[src/rtl/dmx_cap_pkg.sv]
package dmx_cap_pkg;
  localparam int unsigned BYTE_W = 8;

  typedef enum logic [1:0] {
    ST_IDLE,  // wait for break
    ST_SC,    // expect start code
    ST_SLOT,  // count slots up to base
    ST_CAP    // collect remaining channels
  } fr_state_e;
endpackage

[src/rtl/dmx_frame_fsm.sv]
module dmx_frame_fsm
  import dmx_cap_pkg::*;
#(
  parameter int unsigned NCH      = 4,
  parameter int unsigned SLOT_MAX = 512,
  parameter int unsigned CNT_W    = 16,
  localparam int unsigned ADDR_W  = $clog2(SLOT_MAX),
  localparam int unsigned IDX_W   = $clog2(NCH)
) (
  input  logic                  clk_i,
  input  logic                  rst_ni,
  input  logic                  brk_i,
  input  logic                  byte_vld_i,
  input  logic [BYTE_W-1:0]     byte_i,
  input  logic                  frm_err_i,
  input  logic [ADDR_W-1:0]     base_i,
  input  logic [BYTE_W-1:0]     start_code_i,
  input  logic                  gang_i,
  output logic                  seen_o,
  output logic                  done_o,
  output logic [NCH*BYTE_W-1:0] set_o
);
  localparam int unsigned MAX_BASE = SLOT_MAX - NCH + 1;

  fr_state_e               state_q;
  logic [CNT_W-1:0]        cnt_q;
  logic [IDX_W-1:0]        idx_q;
  logic [NCH-1:0][BYTE_W-1:0] set_q;
  logic                    seen_q, done_q;

  logic [CNT_W-1:0] cnt_nx;
  logic             base_ok, hit;

  assign cnt_nx  = cnt_q + 1'b1;
  assign base_ok = (base_i != '0) && (32'(base_i) <= MAX_BASE);
  assign hit     = base_ok && (cnt_nx == CNT_W'(base_i));

  always_ff @(posedge clk_i or negedge rst_ni) begin
    if (!rst_ni) begin
      state_q <= ST_IDLE;
      cnt_q   <= '0;
      idx_q   <= '0;
      set_q   <= '0;
      seen_q  <= 1'b0;
      done_q  <= 1'b0;
    end else begin
      seen_q <= 1'b0;
      done_q <= 1'b0;
      if (brk_i) begin
        state_q <= ST_SC;
        cnt_q   <= '0;
      end else if (byte_vld_i) begin
        unique case (state_q)
          ST_SC: begin
            cnt_q   <= '0;
            state_q <= (!frm_err_i && byte_i == start_code_i) ? ST_SLOT : ST_IDLE;
          end
          ST_SLOT: begin
            if (frm_err_i) begin
              state_q <= ST_IDLE;
            end else begin
              cnt_q <= cnt_nx;
              if (hit) begin
                seen_q <= 1'b1;
                if (gang_i) begin
                  set_q   <= {NCH{byte_i}};
                  done_q  <= 1'b1;
                  state_q <= ST_IDLE;
                end else begin
                  set_q[0] <= byte_i;
                  idx_q    <= IDX_W'(1);
                  state_q  <= ST_CAP;
                end
              end
            end
          end
          ST_CAP: begin
            if (frm_err_i) begin
              state_q <= ST_IDLE;
            end else begin
              set_q[idx_q] <= byte_i;
              if (idx_q == IDX_W'(NCH-1)) begin
                done_q  <= 1'b1;
                state_q <= ST_IDLE;
              end else begin
                idx_q <= idx_q + 1'b1;
              end
            end
          end
          default: ;
        endcase
      end
    end
  end

  assign seen_o = seen_q;
  assign done_o = done_q;
  assign set_o  = set_q;
endmodule

[src/rtl/dmx_chan_hold.sv]
module dmx_chan_hold #(
  parameter int unsigned W = 8
) (
  input  logic         clk_i,
  input  logic         rst_ni,
  input  logic         load_i,
  input  logic         onoff_i,
  input  logic [W-1:0] val_i,
  output logic [W-1:0] q_o
);
  logic [W-1:0] q_q;
  logic         take;

  // on/off-only channels accept only the two extremes
  assign take = !onoff_i || (val_i == '0) || (val_i == '1);

  always_ff @(posedge clk_i or negedge rst_ni) begin
    if (!rst_ni)            q_q <= '0;
    else if (load_i && take) q_q <= val_i;
  end

  assign q_o = q_q;
endmodule

[src/rtl/dmx_slot_capture.sv]
module dmx_slot_capture
  import dmx_cap_pkg::*;
#(
  parameter int unsigned NCH      = 4,
  parameter int unsigned SLOT_MAX = 512,
  parameter int unsigned CNT_W    = 16,
  parameter logic [7:0]  CFG_KEY  = 8'h81,
  localparam int unsigned ADDR_W  = $clog2(SLOT_MAX)
) (
  input  logic                      clk_i,
  input  logic                      rst_ni,
  input  logic                      brk_i,
  input  logic                      byte_vld_i,
  input  logic [BYTE_W-1:0]         byte_i,
  input  logic                      frm_err_i,
  input  logic [ADDR_W-1:0]         base_i,
  input  logic [BYTE_W-1:0]         start_code_i,
  input  logic                      gang_i,
  input  logic                      cfg_mode_i,
  input  logic [NCH-1:0]            onoff_i,
  output logic [NCH*BYTE_W-1:0]     chan_o,
  output logic                      new_o,
  output logic                      seen_o,
  output logic                      cfg_we_o,
  output logic [(NCH-1)*BYTE_W-1:0] cfg_o
);
  logic                  done;
  logic [NCH*BYTE_W-1:0] set;
  logic                  cfg_path, upd, cfg_hit;
  logic                  new_q, cfg_we_q;
  logic [(NCH-1)*BYTE_W-1:0] cfg_q;

  dmx_frame_fsm #(
    .NCH      (NCH),
    .SLOT_MAX (SLOT_MAX),
    .CNT_W    (CNT_W)
  ) u_fsm (
    .clk_i        (clk_i),
    .rst_ni       (rst_ni),
    .brk_i        (brk_i),
    .byte_vld_i   (byte_vld_i),
    .byte_i       (byte_i),
    .frm_err_i    (frm_err_i),
    .base_i       (base_i),
    .start_code_i (start_code_i),
    .gang_i       (gang_i),
    .seen_o       (seen_o),
    .done_o       (done),
    .set_o        (set)
  );

  // ganged frames bypass the configuration key check
  assign cfg_path = cfg_mode_i && !gang_i;
  assign upd      = done && !cfg_path;
  assign cfg_hit  = done && cfg_path && (set[BYTE_W-1:0] == CFG_KEY);

  for (genvar i = 0; i < NCH; i++) begin : g_ch
    dmx_chan_hold #(.W(BYTE_W)) u_hold (
      .clk_i   (clk_i),
      .rst_ni  (rst_ni),
      .load_i  (upd),
      .onoff_i (onoff_i[i]),
      .val_i   (set[i*BYTE_W +: BYTE_W]),
      .q_o     (chan_o[i*BYTE_W +: BYTE_W])
    );
  end

  always_ff @(posedge clk_i or negedge rst_ni) begin
    if (!rst_ni) begin
      new_q    <= 1'b0;
      cfg_we_q <= 1'b0;
      cfg_q    <= '0;
    end else begin
      new_q    <= upd;
      cfg_we_q <= cfg_hit;
      if (cfg_hit) cfg_q <= set[NCH*BYTE_W-1:BYTE_W];
    end
  end

  assign new_o    = new_q;
  assign cfg_we_o = cfg_we_q;
  assign cfg_o    = cfg_q;
endmodule

[config.mk]
export PLATFORM = sky130hd
export DESIGN_NAME = dmx_slot_capture
export DESIGN_NICKNAME = d
export VERILOG_FILES = /design/src/rtl/dmx_cap_pkg.sv /design/src/rtl/dmx_frame_fsm.sv /design/src/rtl/dmx_chan_hold.sv /design/src/rtl/dmx_slot_capture.sv
export SDC_FILE = /design/constraint.sdc
export NUM_CORES = 1
export LEC_CHECK = 0
export BUFFER_PORTS_ARGS = -buffer_cell sky130_fd_sc_hd__buf_2
export CAP_MARGIN = 20
export CORE_UTILIZATION = 45
export CTS_CLUSTER_SIZE = 14
export DETAILED_ROUTE_END_ITERATION = 6
export GPL_TIMING_DRIVEN = 0
export PLACE_DENSITY = 0.69
export SKIP_CTS_REPAIR_TIMING = 1
export SYNTH_ARGS = -nofsm -noshare
export SYNTH_HDL_FRONTEND = slang
export SYNTH_SLANG_ARGS = --single-unit
export TNS_END_PERCENT = 50
[constraint.sdc]
create_clock -name clk_i -period 2.4 [get_ports clk_i]
set_input_delay 0.36 -clock clk_i [delete_from_list [all_inputs] [get_ports clk_i]]
set_output_delay 0.36 -clock clk_i [all_outputs]
set_load 0.02 [all_outputs]
Yosys cells after proc, flatten, opt, wreduce, memory -nomap -nowiden
Cells that the tools add are included.

cells by class
  $add $sub $neg = 2
  order comparisons = 3
  equal/unequal tests = 20
  mux-type cells = 40
  bitwise logic cells = 1
  reduce and logical (&&, ||, !) cells = 41

operator list
  operator                                               number
  2-to-1 mux 32 bit                                      3
  case mux 32 bit (2 select lines)                       1
  2-to-1 mux 16 bit                                      3
  equality test 8 bit, second input constant             5
  bitwise mux 32 bit                                     1
  zero test 8 bit                                        4
  case mux 16 bit (2 select lines)                       1
  2-to-1 mux 2 bit                                       13
  2-to-1 mux 24 bit                                      1
  adder 16 x 1 -> 16 bit, second input constant          1
  demux 8 bit (select 2 bit)                             1
  equality test 16 x 9 -> 1 bit                          1
  logical AND 1 bit                                      12
  2-to-1 mux 1 bit                                       12
  != test 2 bit, second input constant                   5
  less-or-equal comparator 9 bit, second input constant  1
  nonzero test 9 bit                                     1
  equality test 8 bit                                    1
  logical OR 1 bit                                       8
  2-to-1 mux 8 bit                                       1
  != test 4 x 3 -> 1 bit, second input constant          2
  AND reduction 8 bit                                    1
  zero test 1 bit                                        7
  AND reduction 7 bit                                    1
  17 further kinds                                       20

storage, ports and cells
  register bits = 112
  input port bits = 36
  output and inout port bits = 59
  logic and storage cells = 123

Longest topological paths before layout
Gate-level depths: netlist of run 1.

  depth in word-level cells = 8
  gate-level depth with buffers = 9
  depth with buffers taken out = 8

Cells and area by module
A second synthesis of run 1 with hierarchy kept.

unflattened totals
  cells, all modules = 487
  area total of the unflattened synthesis = 5894.4 µm²

by module, submodules not included
  module            instances  cells an instance  area each (µm²)  seq. area each (µm²)
  dmx_frame_fsm     1          320                3367.0           1351.3
  dmx_chan_hold     4          27                 360.3            200.2
  dmx_slot_capture  1          59                 1086.0           650.6

Worst setup path after synthesis of run 1
Ideal clock, no wire load.

  path type = reg-to-reg
  from = register u_fsm.cnt_q[0]
  to = register u_fsm.set_q (netlist bit u_fsm.set_o[10])
  library setup time = 0.125 ns
  arrival = 2.564 ns
  required time = 2.275 ns
  slack = -0.289 ns
  stages on the path, launching flop included = 10
  path buffers = 1
  period minus slack after synthesis = 2.689 ns
  path through = dfrtp_1 ha_1 nand3_1 buf_2 or3_1 a211oi_1 nand4b_1 nor4_4 o21ai_2 mux2_2

on the way
  longest elaborated chain between the ends = 5

ends and longest elaborated chain
  item                              RTL line             RTL
  start: declaration                dmx_frame_fsm.sv:26  logic [CNT_W-1:0] cnt_q;
  start signal: assignment          dmx_frame_fsm.sv:62  cnt_q <= cnt_nx;
  adder 16 x 1 -> 16 bit            dmx_frame_fsm.sv:34  assign cnt_nx = cnt_q + 1'b1;
  equality test 16 x 9 -> 1 bit     dmx_frame_fsm.sv:36  assign hit = base_ok && (cnt_nx == CNT_W'(base_i));
  logical AND 1 bit                 dmx_frame_fsm.sv:36
  != test 2 x 1 -> 1 bit (no line)  n/a
  AND reduction 7 bit (no line)     n/a
  end signal: assignment            dmx_frame_fsm.sv:66  set_q <= {NCH{byte_i}};
  end signal: indexed assignment    dmx_frame_fsm.sv:81  set_q[idx_q] <= byte_i;
  end: declaration                  dmx_frame_fsm.sv:28  logic [NCH-1:0][BYTE_W-1:0] set_q;

No other way between the ends.
A chain may end at the register's enable or synchronous reset.

Worst setup path after layout of run 1
  from = register u_fsm.cnt_q[5]
  to = register u_fsm.set_q (netlist bit u_fsm.set_o[11])

The elaborated chain is that of the path after synthesis.

==> results of run 1 <==
layer usage:
layer / vias to the layer above / routed length, um / track usage (%)
li1: 1969 / - / -
met1: 2055 / 5390 / 25.9
met2: 107 / 6140 / 35.6
met3: 20 / 613 / 5.11
met4: 0 / 221 / 6.20
met5: - / 0 / 0
kinds of logic (layout without fill, tap and decap cells):
family          count (synthesis)  in the layout
simple gates                  191            191
flops                         112            112
compound gates                 68             69
mux                            66             66
buf+inv                        28            147
xor+xnor                       20             20
fa+ha+maj                       5              5
final cells by class:
class                           count  area [um2]  area share [%]
Inverter                            8        30.0           0.463
Multi-Input combinational cell    351        2490            38.4
Clock buffer                       10         229            3.53
Tap cell                          143         179            2.76
Buffer                             16        78.8            1.21
Clock inverter                      6        78.8            1.21
Sequential cell                   112        2810            43.2
Timing Repair Buffer              107         598            9.22
flip-flops by register name, summed over array words and instances, names as in the netlist:
name             cells
u_fsm.set_o         32
u_fsm.done_o         1
u_fsm.state_q        2
u_fsm.seen_o         1
cfg_o               24
g_ch.u_hold.q_o     32
cfg_we_o             1
u_fsm.cnt_q         16
u_fsm.idx_q          2
new_o                1
stage by stage:
step | instances | utilization, % | setup TNS (ns)
detailed placement | 728 | 52.8 | -16.65
CTS | 744 | 55.5 | -17.27
global placement | 727 | 52.5 | -49.37
finish | 753 | 56.8 | -7.10
global route | 753 | 56.8 | -13.91
floorplan | 490 | - | -2.36
synthesized netlist by cell type, types with 3 or more instances:
| cell | number |
|---|---|
| buf_2 | 4 |
| a21oi_1 | 7 |
| o21ai_2 | 4 |
| nand3_1 | 8 |
| xnor2_1 | 7 |
| a211oi_1 | 3 |
| o211ai_1 | 4 |
| clkbuf_1 | 14 |
| nor2_1 | 15 |
| and2_1 | 6 |
| nand4_1 | 14 |
| and3_1 | 4 |
| and4_1 | 3 |
| nand2b_1 | 5 |
| nor3_1 | 6 |
| dfrtp_1 | 112 |
| xor2_1 | 13 |
| ha_1 | 5 |
| o31ai_1 | 4 |
| nand2_1 | 100 |
| o21ai_0 | 26 |
| mux2_2 | 64 |
| inv_1 | 6 |
| or3_1 | 5 |
| a31oi_1 | 5 |
| nor4_1 | 16 |
power breakdown:
group / internal, mW / leakage [nW] / switching, mW
registers: 1.89 / 1.56 / 0.00178
logic: 0.0528 / 1.67 / 0.107
clock network: 0.829 / 0.148 / 0.724
worst paths after layout:
check	start	end	slack (ns)	cells past startpoint
setup / recovery	u_fsm.cnt_q[5]$_DFFE_PN0P_	u_fsm.set_o[11]$_DFFE_PN0P_	-0.25	10
hold / removal	rst_ni	cfg_we_o$_DFF_PN0_	-0.04	1
setup reg to reg	u_fsm.cnt_q[5]$_DFFE_PN0P_	u_fsm.set_o[11]$_DFFE_PN0P_	-0.25	10
hold reg to reg	cfg_o[21]$_DFFE_PN0P_	cfg_o[21]$_DFFE_PN0P_	0.47	2
max in group asynchronous	rst_ni	g_ch[0].u_hold.q_o[2]$_DFFE_PN0P_	1.70	2
min in group clk_i	brk_i	u_fsm.state_q[0]$_DFFE_PN0P_	0.27	2
cells in the final DEF (no fill, tap or decap), drive strengths merged, types with 8 or more instances in the layout:
master  synthesis  layout
buf             6     113
dfrtp         112     112
nand2         100     100
mux2           64      64
o21ai          31      32
clkbuf         14      20
nor4           17      17
nor2           15      15
nand4          15      15
xor2           13      13
inv             7       9
nand3           8       8
==> results.sh, run 1 <==
export IMPL_outcome="finished with violations"
export IMPL_violations="negative hold slack, negative setup slack"
export IMPL_ys_types=47
export IMPL_cp_required_ns=2.65
export IMPL_synth_area_mux_share_pct=14.1
export IMPL_syn_avg_cell_area_um2=10.7
export IMPL_die_area_um2=12100
export IMPL_max_stage_delay_ns=0.34
export IMPL_avgRoutedWirePerCell_um=16.4
export IMPL_start_util_pct=46.1
export IMPL_dpl_instance_area_um2=6030
export IMPL_cts_buffer_depth=2
export IMPL_vias=4151
export IMPL_drt_first_iter_violations=227
export IMPL_clkSinkCount=112
export IMPL_yosysTopAreaCell="dfrtp_1"
export IMPL_tightest_slew_ns=0.680
export IMPL_numCtsBuffers=9
export IMPL_rsz0062_at_grt="true"
export IMPL_route_detailed_drc=0
export IMPL_ys_warn_count=0
export IMPL_finalInstanceArea_um2=6490
export IMPL_period_needed_ns=2.65
export IMPL_hold_ws_ns=-0.0357
export IMPL_fp_dieW_um=110
export IMPL_grt_pass1_vias=3906
export IMPL_ys_ff_latch=112
export IMPL_num_antenna_cells=0
export IMPL_p_leak_nw=3.37
export IMPL_port_buffer_count=94
export IMPL_clkLatencyLatePin_ns=0.36
export IMPL_syn_nets=531
export IMPL_grt_max_degree=76
export IMPL_setup_ws_ns=-0.249
export IMPL_holdCritPathClass="primary input to async pin"
export IMPL_num_fill_cells=1001
export IMPL_gp_congestion=0.876
export IMPL_clock_skew_ns=0.0117
export IMPL_synth_ff_type="dfrtp_1"
export IMPL_total_power_mw=3.60
export IMPL_powerDensity_nw_per_um2=555
export IMPL_grt_pass1_wl_um=19200
export IMPL_ant_nets=0
export IMPL_ir_drop_mv=0.504
export IMPL_die_y_um=110
export IMPL_area_delta_synth_final_pct=23.2
export IMPL_nets=646
export IMPL_syn_area_um2=5270
export IMPL_ys_async_sr_fraction_pct=100
export IMPL_synthAdderAreaFrac_pct=1.19
export IMPL_seq_area_frac_synth_pct=53.2
export IMPL_track_usage_pct=20.8
export IMPL_wl_um=12400
export IMPL_synth_xor_area_share_pct=3.33
export IMPL_cp_end_kind="register"
export IMPL_core_area_um2=11400
export IMPL_slew_headroom_pct=54.4
export IMPL_max_cap_viol_count=0
export IMPL_crit_arrival_ns=2.90
export IMPL_yosysTopAreaCellShare_pct=53.2
export IMPL_setup_viol=34
export IMPL_grt_ovfl_total=0
export IMPL_synth_edff_count=0
export IMPL_fmax_mhz=378
export IMPL_antenna_found_initial=0
export IMPL_io_pins=95
export IMPL_path_clk_slew_ns=0.08
export IMPL_layout_drive_gt1_share_pct=36.1
export IMPL_maxSlewViolCount=0
export IMPL_slowest_stage="nor4_4"
export IMPL_synth_top_family_by_area="simple AND/OR/NAND/NOR gates"
export IMPL_period_share_pct=110
export IMPL_critPathLaunchType="register"
export IMPL_place_ws_ns=-0.551
export IMPL_synth_compound_area_share_pct=8.27
export IMPL_htree_num_levels=3
export IMPL_netlist_instances=490
export IMPL_cts_tree="yes"
export IMPL_critPathTopFamily="simple AND/OR/NAND/NOR gates"
export IMPL_cp_max_fo=10
export IMPL_path_buf_inv=3
export IMPL_viasPerCell=5.51
export IMPL_hold_violations=37
export IMPL_worstSetupPathType="register to register"
export IMPL_crit_chain="buf_2, nand4_4, nor4_4, mux2i_1, nand4b_1, buf_6, nor4_4, buf_6, o21ai_4, mux2_4"
export IMPL_rows=39
export IMPL_synth_simple_area_share_pct=17.7
export IMPL_firstDrtPassIters=6
export IMPL_synth_area_leaders="dfrtp_1 53%, mux2_2 14%, nand2_1 7.1%, o21ai_0 2.5%, xor2_1 2.2%"
export IMPL_dp_hpwl_um=8550
export IMPL_ctsRootBufferMaster="clkbuf_16"
Note: power is estimated with default switching activity, not from simulation.
==> run 2: changes to the inputs <==
--- a/config.mk
+++ b/config.mk
@@ -12,6 +12,7 @@
 export DETAILED_ROUTE_END_ITERATION = 6
 export GPL_TIMING_DRIVEN = 0
 export PLACE_DENSITY = 0.69
+export REMOVE_ABC_BUFFERS = 1
 export SKIP_CTS_REPAIR_TIMING = 1
 export SYNTH_ARGS = -nofsm -noshare
 export SYNTH_HDL_FRONTEND = slang
==> results.sh, run 2 (synthesis results as in run 1) <==
export IMPL_rsz0062_at_grt="true"
export IMPL_violations="design-rule violations, negative setup slack"
export IMPL_track_usage_pct=20.1
export IMPL_path_buf_inv=2
export IMPL_total_power_mw=3.61
export IMPL_max_stage_delay_ns=0.47
export IMPL_grt_max_degree=72
export IMPL_numCtsBuffers=9
export IMPL_cts_buffer_depth=2
export IMPL_layout_drive_gt1_share_pct=39.5
export IMPL_grt_pass1_wl_um=18400
export IMPL_ant_nets=0
export IMPL_regArea_um2=2820
export IMPL_num_antenna_cells=0
export IMPL_fmax_mhz=377
export IMPL_holdCritPathClass="primary input to async pin"
export IMPL_grt_pass1_vias=3715
export IMPL_period_share_pct=111
export IMPL_p_leak_nw=3.40
export IMPL_nets=644
export IMPL_wl_um=12600
export IMPL_clock_skew_ns=0.00895
export IMPL_dp_cells=709
export IMPL_ctsRootBufferMaster="clkbuf_16"
export IMPL_viasPerCell=5.51
export IMPL_clock_power_share_pct=43.1
export IMPL_tns_ns=-6.89
export IMPL_core_area_um2=11400
export IMPL_setup_viol=37
export IMPL_place_ws_ns=-0.985
export IMPL_die_y_um=110
export IMPL_final_util_pct=57.7
export IMPL_cpMostUsedCell="buf_6"
export IMPL_clkLatencyLatePin_ns=0.35
export IMPL_htree_num_levels=3
export IMPL_cp_end_kind="register"
export IMPL_crit_arrival_ns=2.89
export IMPL_ir_drop_mv=0.534
export IMPL_cp_max_fo=4
export IMPL_outcome="finished with violations"
export IMPL_p_int_mw=2.78
export IMPL_hold_violations=0
export IMPL_slowest_stage="or4b_4"
export IMPL_route_detailed_drc=2
export IMPL_rr_startpoint="u_fsm.cnt_q[7]$_DFFE_PN0P_"
export IMPL_path_clk_slew_ns=0.08
export IMPL_antenna_found_initial=0
export IMPL_tightest_slew_ns=0.972
export IMPL_area_delta_synth_final_pct=25.1
export IMPL_setup_ws_ns=-0.253
export IMPL_clkSinkCount=112
export IMPL_comb_power_share_pct=4.5
export IMPL_grt_ovfl_total=0
export IMPL_num_fill_cells=965
export IMPL_slew_headroom_pct=35.2
export IMPL_cts_tree="yes"
export IMPL_worstSetupPathType="register to register"
export IMPL_max_cap_viol_count=0
export IMPL_power_switching_uw=834
export IMPL_die_area_um2=12100
export IMPL_rows=39
export IMPL_cp_required_ns=2.64
export IMPL_p_sw_share_pct=23.1
export IMPL_seq_power_share_pct=52.4
export IMPL_final_cell_mix="100 x nand2_1, 100 x dfrtp_1, 93 x buf_2"
export IMPL_crit_chain="xor2_4, or4b_4, o211ai_1, o22ai_2, nor4_4, buf_6, o21ai_4, buf_6, mux2_4"
export IMPL_maxSlewViolCount=0
export IMPL_gp_congestion=0.839
export IMPL_port_buffer_count=94
export IMPL_firstDrtPassIters=6
export IMPL_critPathLaunchType="register"
export IMPL_fp_dieW_um=110
export IMPL_instances_no_fill=751
export IMPL_vias=4140
export IMPL_drt_first_iter_violations=212
export IMPL_dp_hpwl_um=8340
export IMPL_startpoint="u_fsm.cnt_q[7]$_DFFE_PN0P_"
export IMPL_critPathTopFamily="simple AND/OR/NAND/NOR gates"
export IMPL_period_needed_ns=2.65
export IMPL_start_util_pct=46.1
export IMPL_multi_input_area_um2=2530
export IMPL_io_pins=95
export IMPL_powerDensity_nw_per_um2=548
export IMPL_avgRoutedWirePerCell_um=16.7
[run 2: cell count changes in the layout (fill, tap and decap cells not counted), moves of 2 or more]
cell / delta
buf_4: +10
o21ai_2: -2
dfrtp_2: +10
buf_12: +2
clkbuf_1: -11
buf_2: -3
dfrtp_1: -10
[run 2: area by class of cell]
type | count | area share [%]
multi-input cells | 351 | 38.5
clock inverters | 7 | 1.37
clock buffers | 9 | 3.42
flip-flops and latches | 112 | 42.8
inverters | 8 | 0.456
repair buffers | 121 | 10.8
well taps | 143 | 2.72
[run 2: through the flow]
stage,cell area [um2],hold WS [ns]
after floorplan,5180,0.0644
after global placement,5830,0.453
after detailed placement,5860,0.458
after CTS,6170,0.163
after global routing,6590,0.212
final,6590,0.143
[run 2: layer usage]
metal / part of all wire [%] / track usage (%)
met5: 0 / 0
met3: 4.8 / 4.94
met1: 43 / 25.3
met4: 1.4 / 6.11
met2: 51 / 34.3
[run 2: power by group through the flow]
stage	Clock, mW	Sequential [mW]	Combinational (mW)
CTS	1.59	1.89	0.154
global route	1.66	1.89	0.180
finish	1.56	1.89	0.161
detailed placement	0	1.93	0.154
global placement	0	1.93	0.144
floorplan	0	1.93	0.0446
[run 2: path summary, 6_finish.rpt]
check / cells past startpoint / end / slack, ns
max in group asynchronous: 2 / u_fsm.state_q[0]$_DFFE_PN0P_ / 1.52
hold reg to reg: 2 / cfg_o[9]$_DFFE_PN0P_ / 0.47
setup reg to reg: 9 / u_fsm.set_o[30]$_DFFE_PN0P_ / -0.25
hold / removal: 1 / cfg_o[14]$_DFFE_PN0P_ / 0.14
setup / recovery: 9 / u_fsm.set_o[30]$_DFFE_PN0P_ / -0.25
min in group clk_i: 2 / u_fsm.state_q[0]$_DFFE_PN0P_ / 0.28
==> run 3: changes to the inputs <==
--- a/config.mk
+++ b/config.mk
@@ -7,11 +7,12 @@
 export LEC_CHECK = 0
 export BUFFER_PORTS_ARGS = -buffer_cell sky130_fd_sc_hd__buf_2
 export CAP_MARGIN = 20
+export CORE_MARGIN = 2
 export CORE_UTILIZATION = 45
 export CTS_CLUSTER_SIZE = 14
 export DETAILED_ROUTE_END_ITERATION = 6
 export GPL_TIMING_DRIVEN = 0
-export PLACE_DENSITY = 0.69
+export PLACE_DENSITY = 0.67
 export REMOVE_ABC_BUFFERS = 1
 export SKIP_CTS_REPAIR_TIMING = 1
 export SYNTH_ARGS = -nofsm -noshare
==> constraint.sdc (replaced) <==
create_clock -name clk_i -period 2.5 [get_ports clk_i]
set_input_delay 0.375 -clock clk_i [delete_from_list [all_inputs] [get_ports clk_i]]
set_output_delay 0.375 -clock clk_i [all_outputs]
set_load 0.02 [all_outputs]
==> results.sh, run 3 (synthesis results as in run 1) <==
export IMPL_dpl_instance_area_um2=5870
export IMPL_numCtsBuffers=9
export IMPL_gp_congestion=0.800
export IMPL_clock_skew_ns=0.00875
export IMPL_htree_num_levels=3
export IMPL_nets=633
export IMPL_dp_hpwl_um=8520
export IMPL_cp_required_ns=2.74
export IMPL_die_y_um=112
export IMPL_clkLatencyLatePin_ns=0.36
export IMPL_period_share_pct=103
export IMPL_hold_violations=0
export IMPL_grt_ovfl_total=0
export IMPL_wl_um=12400
export IMPL_outcome="finished with violations"
export IMPL_layout_drive_gt1_share_pct=37.5
export IMPL_instances_no_fill=740
export IMPL_avgRoutedWirePerCell_um=16.7
export IMPL_ir_drop_mv=0.359
export IMPL_antenna_found_initial=0
export IMPL_grt_max_degree=68
export IMPL_crit_chain="buf_4, nand4_4, nor4_4, mux2i_1, nand4b_1, buf_4, nor4_4, buf_6, o21ai_4, mux2_4"
export IMPL_rows=39
export IMPL_firstDrtPassIters=5
export IMPL_setup_ws_ns=-0.0811
export IMPL_holdCritPathClass="primary input to async pin"
export IMPL_setup_viol=32
export IMPL_vias=4104
export IMPL_rsz0062_at_grt="true"
export IMPL_cts_buffer_depth=2
export IMPL_powerDensity_nw_per_um2=527
export IMPL_final_util_pct=56.8
export IMPL_place_ws_ns=-0.818
export IMPL_grt_pass1_wl_um=19500
export IMPL_p_leak_nw=3.35
export IMPL_cp_max_fo=9
export IMPL_start_util_pct=46.1
export IMPL_num_antenna_cells=0
export IMPL_io_pins=95
export IMPL_slew_headroom_pct=43.5
export IMPL_path_clk_slew_ns=0.07
export IMPL_fmax_mhz=387
export IMPL_max_cap_viol_count=0
export IMPL_crit_arrival_ns=2.82
export IMPL_slowest_stage="dfrtp_2"
export IMPL_hold_ws_ns=0.125
export IMPL_final_cell_mix="101 x dfrtp_1, 100 x nand2_1, 93 x buf_2"
export IMPL_route_detailed_drc=0
export IMPL_period_needed_ns=2.58
export IMPL_core_area_um2=11400
export IMPL_violations="negative setup slack"
export IMPL_finalInstanceArea_um2=6480
export IMPL_ctsRootBufferMaster="clkbuf_16"
export IMPL_port_buffer_count=94
export IMPL_max_stage_delay_ns=0.45
export IMPL_clkSinkCount=112
export IMPL_final_common_cell="dfrtp_1"
export IMPL_drt_first_iter_violations=262
export IMPL_area_delta_synth_final_pct=23.1
export IMPL_path_buf_inv=3
export IMPL_track_usage_pct=19.3
export IMPL_grt_pass1_vias=3888
export IMPL_critPathLaunchType="register"
export IMPL_die_area_um2=12600
export IMPL_critPathTopFamily="simple AND/OR/NAND/NOR gates"
export IMPL_cp_end_kind="register"
export IMPL_tightest_slew_ns=0.848
export IMPL_worstSetupPathType="register to register"
export IMPL_maxSlewViolCount=0
export IMPL_viasPerCell=5.55
export IMPL_fp_dieW_um=112
export IMPL_ant_nets=0
export IMPL_cts_tree="yes"
export IMPL_num_fill_cells=983
export IMPL_dp_cells=709
run 3: changes by cell type in the layout (fill, tap and decap cells not counted), sizes merged:
cell / delta
buf: -10
clkbuf: +2
inv: -2
nand3: -1
run 3: power breakdown:
group | internal (mW) | switching, mW | total (mW)
Clock | 0.789 | 0.657 | 1.45
Combinational | 0.0524 | 0.100 | 0.153
Sequential | 1.81 | 0.00544 | 1.82
Total | 2.65 | 0.763 | 3.42
run 3: area by class of cell:
type                            instances  area (um2)  area share, %
Timing Repair Buffer                  111         637           9.83
Clock inverter                          5        66.3           1.02
Clock buffer                           11         233           3.59
Sequential cell                       112        2820           43.5
Multi-Input combinational cell        350        2520           38.9
Tap cell                              143         179           2.76
Inverter                                8        31.3          0.483
run 3: per-layer routing:
metal / vias to the layer above / routed length, um / global-route usage [%]
li1: 1953 / - / -
met1: 2017 / 5370 / 25.4
met2: 113 / 6090 / 31.9
met3: 21 / 656 / 4.43
met4: 0 / 238 / 6.18
met5: - / 0 / 0
run 3: metrics by stage:
stage | power [mW] | TNS, ns
after global placement | 1.99 | -47.46
after floorplan | 1.89 | -6.97
after CTS | 3.44 | -26.72
after global routing | 3.55 | -4.67
after detailed placement | 2.00 | -26.28
final | 3.42 | -1.46
run 3: worst paths after layout:
check	startpoint	to	slack (ns)	depth (start not counted)
worst min-delay path	rst_ni	cfg_o[14]$_DFFE_PN0P_	0.12	1
worst max-delay path	u_fsm.cnt_q[7]$_DFFE_PN0P_	u_fsm.set_o[15]$_DFFE_PN0P_	-0.08	10
worst max register to register	u_fsm.cnt_q[7]$_DFFE_PN0P_	u_fsm.set_o[15]$_DFFE_PN0P_	-0.08	10
min in group clk_i	brk_i	u_fsm.state_q[0]$_DFFE_PN0P_	0.27	2
worst min register to register	cfg_o[1]$_DFFE_PN0P_	cfg_o[1]$_DFFE_PN0P_	0.47	2
max in group asynchronous	rst_ni	u_fsm.cnt_q[10]$_DFFE_PN0P_	1.65	2
run 3: worst reg2reg max path: cells and delay by family (launching register included):
family	cells	cell delay [ns]
flip-flops	1	0.45
AND/OR/NAND/NOR	4	0.84
multiplexers	2	0.58
buffers and inverters	3	0.50
AO/OA/AOI/OAI	1	0.11
